===== config.mk =====
export PLATFORM = sky130hd
export DESIGN_NAME = page_walker
export DESIGN_NICKNAME = d
export VERILOG_FILES = /design/src/rtl/pgw_pkg.sv /design/src/rtl/pgw_perm_check.sv /design/src/rtl/pgw_addr_gen.sv /design/src/rtl/page_walker.sv
export SDC_FILE = /design/constraint.sdc
export NUM_CORES = 1
export LEC_CHECK = 0
export ABC_CLOCK_PERIOD_IN_PS = 2600
export BUFFER_PORTS_ARGS = -buffer_cell sky130_fd_sc_hd__buf_2
export CORE_ASPECT_RATIO = 0.5
export CORE_UTILIZATION = 53
export CTS_BUF_LIST = sky130_fd_sc_hd__clkbuf_8
export DETAILED_ROUTE_END_ITERATION = 8
export GPL_TIMING_DRIVEN = 1
export PLACE_DENSITY = 0.83
export SYNTH_ARGS = -nofsm -noshare
export SYNTH_HDL_FRONTEND = slang
export SYNTH_SLANG_ARGS = --single-unit

===== constraint.sdc =====
create_clock -name clk -period 2.6 [get_ports clk]
set_input_delay 0.26 -clock clk [delete_from_list [all_inputs] [get_ports clk]]
set_output_delay 0.26 -clock clk [all_outputs]
set_load 0.05 [all_outputs]

===== src/rtl/pgw_pkg.sv =====
package pgw_pkg;
  typedef enum logic [1:0] {
    FLT_NONE   = 2'd0,
    FLT_ABSENT = 2'd1,
    FLT_USER   = 2'd2,
    FLT_WRITE  = 2'd3
  } flt_e;

  typedef enum logic [2:0] {
    S_IDLE, S_READ_PDE, S_CHECK_PDE, S_READ_PTE, S_CHECK_PTE, S_DONE
  } walk_e;

  localparam int FLAG_P = 0;
  localparam int FLAG_W = 1;
  localparam int FLAG_U = 2;
endpackage


===== src/rtl/pgw_perm_check.sv =====
module pgw_perm_check
  import pgw_pkg::*;
#(
  parameter int AW = 32
) (
  input  logic [AW-1:0] entry,
  input  logic          is_user,
  input  logic          is_write,
  input  logic          wp_en,
  output flt_e          cause
);
  // Priority: absent, then user denied, then write denied.
  always_comb begin
    if (!entry[FLAG_P])
      cause = FLT_ABSENT;
    else if (is_user && !entry[FLAG_U])
      cause = FLT_USER;
    else if (is_write && !entry[FLAG_W] && (is_user || wp_en))
      cause = FLT_WRITE;
    else
      cause = FLT_NONE;
  end
endmodule


===== src/rtl/pgw_addr_gen.sv =====
module pgw_addr_gen #(
  parameter int AW     = 32,
  parameter int OFS_W  = 12,
  parameter int TIDX_W = 10
) (
  input  logic [AW-1:0] base,
  input  logic [AW-1:0] lin,
  input  logic [AW-1:0] pde,
  input  logic [AW-1:0] pte,
  output logic [AW-1:0] pde_addr,
  output logic [AW-1:0] pte_addr,
  output logic [AW-1:0] phys
);
  localparam int DIDX_W = AW - OFS_W - TIDX_W;
  localparam int ENT_SH = 2;

  logic [DIDX_W-1:0] dir_idx;
  logic [TIDX_W-1:0] tbl_idx;
  logic [OFS_W-1:0]  ofs;

  assign dir_idx = lin[AW-1 -: DIDX_W];
  assign tbl_idx = lin[OFS_W +: TIDX_W];
  assign ofs     = lin[OFS_W-1:0];

  assign pde_addr = base + AW'({dir_idx, {ENT_SH{1'b0}}});
  assign pte_addr = {pde[AW-1:OFS_W], {OFS_W{1'b0}}} + AW'({tbl_idx, {ENT_SH{1'b0}}});
  assign phys     = {pte[AW-1:OFS_W], ofs};
endmodule


===== src/rtl/page_walker.sv =====
module page_walker
  import pgw_pkg::*;
#(
  parameter int AW     = 32,
  parameter int OFS_W  = 12,
  parameter int TIDX_W = 10
) (
  input  logic          clk,
  input  logic          rst,
  input  logic [AW-1:0] pd_base,
  input  logic          req_valid,
  output logic          req_ready,
  input  logic [AW-1:0] req_lin_addr,
  input  logic          req_user,
  input  logic          req_write,
  input  logic          wp_en,
  output logic          mem_req_valid,
  input  logic          mem_req_ready,
  output logic [AW-1:0] mem_req_addr,
  input  logic          mem_rsp_valid,
  input  logic [AW-1:0] mem_rsp_data,
  output logic          res_valid,
  output logic          res_fault,
  output logic [1:0]    res_cause,
  output logic          res_level,
  output logic [AW-1:0] res_phys_addr,
  output logic [AW-1:0] res_fault_addr
);
  walk_e         state;
  logic          issued;
  logic [AW-1:0] lin_q, pde_q, pte_q;
  logic          user_q, write_q, wp_q;
  logic [AW-1:0] pde_addr, pte_addr, phys;
  logic [AW-1:0] chk_entry;
  flt_e          cause;

  pgw_addr_gen #(.AW(AW), .OFS_W(OFS_W), .TIDX_W(TIDX_W)) u_addr (
    .base(pd_base), .lin(lin_q), .pde(pde_q), .pte(pte_q),
    .pde_addr(pde_addr), .pte_addr(pte_addr), .phys(phys)
  );

  assign chk_entry = (state == S_CHECK_PTE) ? pte_q : pde_q;

  pgw_perm_check #(.AW(AW)) u_perm (
    .entry(chk_entry), .is_user(user_q), .is_write(write_q),
    .wp_en(wp_q), .cause(cause)
  );

  assign req_ready     = (state == S_IDLE);
  assign mem_req_valid = ((state == S_READ_PDE) || (state == S_READ_PTE)) && !issued;
  assign mem_req_addr  = (state == S_READ_PTE) ? pte_addr : pde_addr;

  always_ff @(posedge clk) begin
    if (rst) begin
      state          <= S_IDLE;
      issued         <= 1'b0;
      lin_q          <= '0;
      pde_q          <= '0;
      pte_q          <= '0;
      user_q         <= 1'b0;
      write_q        <= 1'b0;
      wp_q           <= 1'b0;
      res_valid      <= 1'b0;
      res_fault      <= 1'b0;
      res_cause      <= 2'd0;
      res_level      <= 1'b0;
      res_phys_addr  <= '0;
      res_fault_addr <= '0;
    end else begin
      case (state)
        S_IDLE: if (req_valid) begin
          lin_q   <= req_lin_addr;
          user_q  <= req_user;
          write_q <= req_write;
          wp_q    <= wp_en;
          state   <= S_READ_PDE;
        end
        S_READ_PDE, S_READ_PTE: begin
          if (mem_req_valid && mem_req_ready) issued <= 1'b1;
          if (issued && mem_rsp_valid) begin
            issued <= 1'b0;
            if (state == S_READ_PDE) begin
              pde_q <= mem_rsp_data;
              state <= S_CHECK_PDE;
            end else begin
              pte_q <= mem_rsp_data;
              state <= S_CHECK_PTE;
            end
          end
        end
        S_CHECK_PDE: begin
          if (cause != FLT_NONE) begin
            res_valid      <= 1'b1;
            res_fault      <= 1'b1;
            res_cause      <= cause;
            res_level      <= 1'b0;
            res_fault_addr <= lin_q;
            res_phys_addr  <= '0;
            state          <= S_DONE;
          end else begin
            state <= S_READ_PTE;
          end
        end
        S_CHECK_PTE: begin
          res_valid      <= 1'b1;
          res_fault      <= (cause != FLT_NONE);
          res_cause      <= cause;
          res_level      <= 1'b1;
          res_fault_addr <= lin_q;
          res_phys_addr  <= (cause == FLT_NONE) ? phys : '0;
          state          <= S_DONE;
        end
        S_DONE: begin
          res_valid <= 1'b0;
          state     <= S_IDLE;
        end
        default: state <= S_IDLE;
      endcase
    end
  end

  // an unaccepted request keeps its address.
  p_req_hold_r9: assert property (@(posedge clk) disable iff (rst)
    mem_req_valid && !mem_req_ready |=> mem_req_valid && $stable(mem_req_addr));

  // a table read is issued only after a present directory word.
  p_pte_after_good_pde_r7: assert property (@(posedge clk) disable iff (rst)
    mem_req_valid && (state == S_READ_PTE) |-> pde_q[FLAG_P]);

  // the result strobe lasts a single cycle.
  p_result_pulse_r11: assert property (@(posedge clk) disable iff (rst)
    res_valid |=> !res_valid);

  // a faulting result always carries a cause.
  p_fault_has_cause_r4: assert property (@(posedge clk) disable iff (rst)
    res_valid && res_fault |-> res_cause != 2'd0);

  // a clean result carries no cause.
  p_clean_no_cause_r3: assert property (@(posedge clk) disable iff (rst)
    res_valid && !res_fault |-> res_cause == 2'd0);

  // no memory traffic while idle.
  p_idle_quiet_r10: assert property (@(posedge clk) disable iff (rst)
    req_ready |-> !mem_req_valid);
endmodule


==> impl_metrics.env <==
export IMPL_outcome="complete, but fails checks"
export IMPL_violations="setup timing"
export IMPL_wl_mm=19.55
export IMPL_antenna_found_initial=1
export IMPL_drt_antenna_violating_nets=0
export IMPL_n_fill_cell=892
export IMPL_die_y_um=80.55
export IMPL_cts_tree="done"
export IMPL_cts_clk_slew_worst_paths_ns=0.09
export IMPL_r2r_start="state[0]$_SDFFE_PP0P_"
export IMPL_finalPower_mw=5.411
export IMPL_num_rows=28
export IMPL_root_buffer="clkbuf_8"
export IMPL_avgSynthCellArea_um2=7.956
export IMPL_holdCritStartpoint="req_lin_addr[30]"
export IMPL_insertion_delay_ns=0.45
export IMPL_register_area_mm2=0.003089
export IMPL_cp_data_required_time_ns=2.34
export IMPL_vias=6686
export IMPL_htreeDepth=4
export IMPL_ys_seq_area_share_pct=47.14
export IMPL_drc=0
export IMPL_crit_path_end_kind="output pin"
export IMPL_slew_violations=0
export IMPL_synth_most_common_cell="nand2_1"
export IMPL_synth_area_top_cells="dfxtp_1, nand2_1, a21oi_1, a22o_1, xnor2_1"
export IMPL_first_pass_iters=5
export IMPL_muxShareOfSynthArea_pct=0.1531
export IMPL_die_w_um=159.1
export IMPL_cts_buffers=17
export IMPL_rsz0062_at_grt="true"
export IMPL_p_leak_nw=3.648
export IMPL_globalplace_congestion=0.8933
export IMPL_cellPowerDensity_mw_per_mm2=606.7
export IMPL_ios=207
export IMPL_crit_path_max_fanout=7
export IMPL_reg2reg_slack_ns=0.34
export IMPL_hold_viol_final=0
export IMPL_nets=1149
export IMPL_synth_edf_count=0
export IMPL_hold_depth=3
export IMPL_peakVddDrop_mv=0.3637
export IMPL_reg2reg_to="res_phys_addr[30]$_SDFFE_PP0P_"
export IMPL_synth_top_family_by_area="simple AND/OR/NAND/NOR gates"
export IMPL_vias_per_cell=5.517
export IMPL_grt_use_total_pct=29.43
export IMPL_placed_cells=1169
export IMPL_arrival_ns=2.77
export IMPL_synth_area_mm2=0.006540
export IMPL_ys_warn_count=0
export IMPL_wl_per_cell_um=16.13
export IMPL_r2r_cells=6
export IMPL_worst_hold_slack_ns=0.04157
export IMPL_fin_ws_ns=-0.4303
export IMPL_synth_nets=937
export IMPL_syn_inst=822
export IMPL_cap_violations=0
export IMPL_maxSlewHeadroom_pct=50.22
export IMPL_coreArea_mm2=0.01191
export IMPL_synth_cell_types=52
export IMPL_hold_path_class="in -> reg"
export IMPL_drtIter0Drc=431
export IMPL_synth_adder_area_share_pct=2.219
export IMPL_min_period_ns=3.030
export IMPL_post_route_period_util_pct=116.6
export IMPL_grt_pass1_wl_mm=29.77
export IMPL_final_cells=1212
export IMPL_finalCoreUtilization_pct=74.87
export IMPL_max_freq_mhz=330.0
export IMPL_clock_sinks=154
export IMPL_critical_path_class="reg -> out"
export IMPL_start_kind="register"
export IMPL_synth_compound_area_share_pct=21.33
export IMPL_yosys_top_cells_count="nand2_1, dfxtp_1, a21oi_1"
export IMPL_holdPathEnd="lin_q[30]$_SDFFE_PP0P_"
export IMPL_dp_hpwl_mm=13.00
export IMPL_ys_flop_type="dfxtp_1"
export IMPL_die_area_mm2=0.01282
export IMPL_worstMarginPinSlew_ns=0.7468
export IMPL_port_buffers=197
export IMPL_yosysTopAreaCell="dfxtp_1"
export IMPL_layout_drive_gt1_share_pct=33.46
export IMPL_synthArstFlopShare_pct=0
export IMPL_synth_top_area_share_pct=47.14
export IMPL_clock_skew_ns=0.01387
export IMPL_clk_path_buf_depth=2
export IMPL_grt_max_degree=45
export IMPL_synth_xor_xnor_area_share_pct=3.348
export IMPL_grt_pass1_vias=6094
export IMPL_multi_input_area_mm2=0.003592
export IMPL_area_growth_pct=36.37
export IMPL_yosys_area_share_simple_pct=21.52
export IMPL_setup_viol=25
export IMPL_grt_overflow=0
export IMPL_ys_ff_latch=154
export IMPL_start_util_pct=54.91
[kinds of logic (layout without fill, tap and decap cells)]
kind of cell	after synthesis	after routing
simple gates	341	341
xor+xnor	25	25
other cells	0	1
compound gates	227	227
buf+inv	63	287
flops	154	154
mux	1	1
fa+ha+maj	11	11
[metrics by stage]
step	cell area, um^2	TNS (ns)	worst slack, ns
after global placement	7975	-1.310	-0.1870
after floorplan	6658	-0.3792	-0.3079
after CTS	8748	-5.588	-0.4371
after global routing	8916	-9.298	-0.5553
after detailed placement	7975	-1.623	-0.2256
final	8919	-6.263	-0.4303
[worst max-delay path: stages (launching register included)]
cell,delay [ns]
dfxtp_2,0.36
ha_4,0.14
fa_2,0.20
a21o_1,0.16
a221oi_2,0.06
buf_4,0.14
o211ai_1,0.19
a21oi_2,0.08
buf_6,0.14
or4_4,0.53
a31oi_4,0.14
buf_6,0.17
[worst max-delay path by stage]
| stage | to | slack, ns | startpoint | cells past startpoint |
|---|---|---|---|---|
| final | mem_req_addr[26] | -0.43 | lin_q[22]$_SDFFE_PP0P_ | 11 |
| after global routing | mem_req_addr[26] | -0.56 | lin_q[22]$_SDFFE_PP0P_ | 11 |
| after CTS | mem_req_addr[26] | -0.44 | lin_q[22]$_SDFFE_PP0P_ | 11 |
| after detailed placement | mem_req_addr[28] | -0.23 | pd_base[2] | 12 |
| after global placement | mem_req_addr[26] | -0.19 | pd_base[2] | 12 |
| after floorplan | mem_req_addr[12] | -0.31 | lin_q[22]$_SDFFE_PP0P_ | 8 |
[routing by layer]
| layer | part of all wire, % | track usage, % |
|---|---|---|
| met1 | 42 | 36.08 |
| met2 | 48 | 49.87 |
| met3 | 6.6 | 7.386 |
| met4 | 2.6 | 12.50 |
| met5 | 0 | 0 |
[flip-flops by register name, indices dropped and copies added (netlist names), 2 cells and up]
signal and flops:
res_phys_addr 32, lin_q 32, pde_q 23, res_cause 2
pte_q 23, state 3, res_fault_addr 32
[power breakdown]
part / leakage (nW) / switching, mW / internal (mW)
Sequential: 1.25 / 0.0468 / 2.42
Combinational: 2.21 / 0.746 / 0.405
Clock: 0.188 / 0.999 / 0.792
Total: 3.65 / 1.79 / 3.62
[timing repair]
action,4_1_cts,5_1_grt
resized for setup,79,27
hold buffers,0,0
buffers inserted,5,6
endpoints found under the setup margin,24,26
pin swaps,18,20
gates cloned,0,0
[final cells by class]
cell class / count / share of cell area, %
Clock buffer: 17 / 2.623
Antenna cell: 1 / 0.02806
Timing Repair Buffer: 246 / 17.96
Multi-Input combinational cell: 605 / 40.28
Inverter: 10 / 0.4209
Tap cell: 165 / 2.315
Sequential cell: 154 / 34.64
Clock inverter: 14 / 1.740
[cells in the final DEF (no fill, tap or decap), drive strengths merged, types with 3 or more instances in the layout]
cell,count
clkinv,3
a211oi,8
buf,245
a21o,4
and3,7
xnor2,16
o21ai,25
inv,17
nor3,7
and2,3
or3,3
a31oi,6
nand2,266
ha,10
a21oi,133
o211ai,4
dfxtp,154
clkbuf,18
clkinvlp,3
nor2,25
xor2,9
a22o,32
nand3,17
Note: power is estimated with default switching activity, not from simulation.
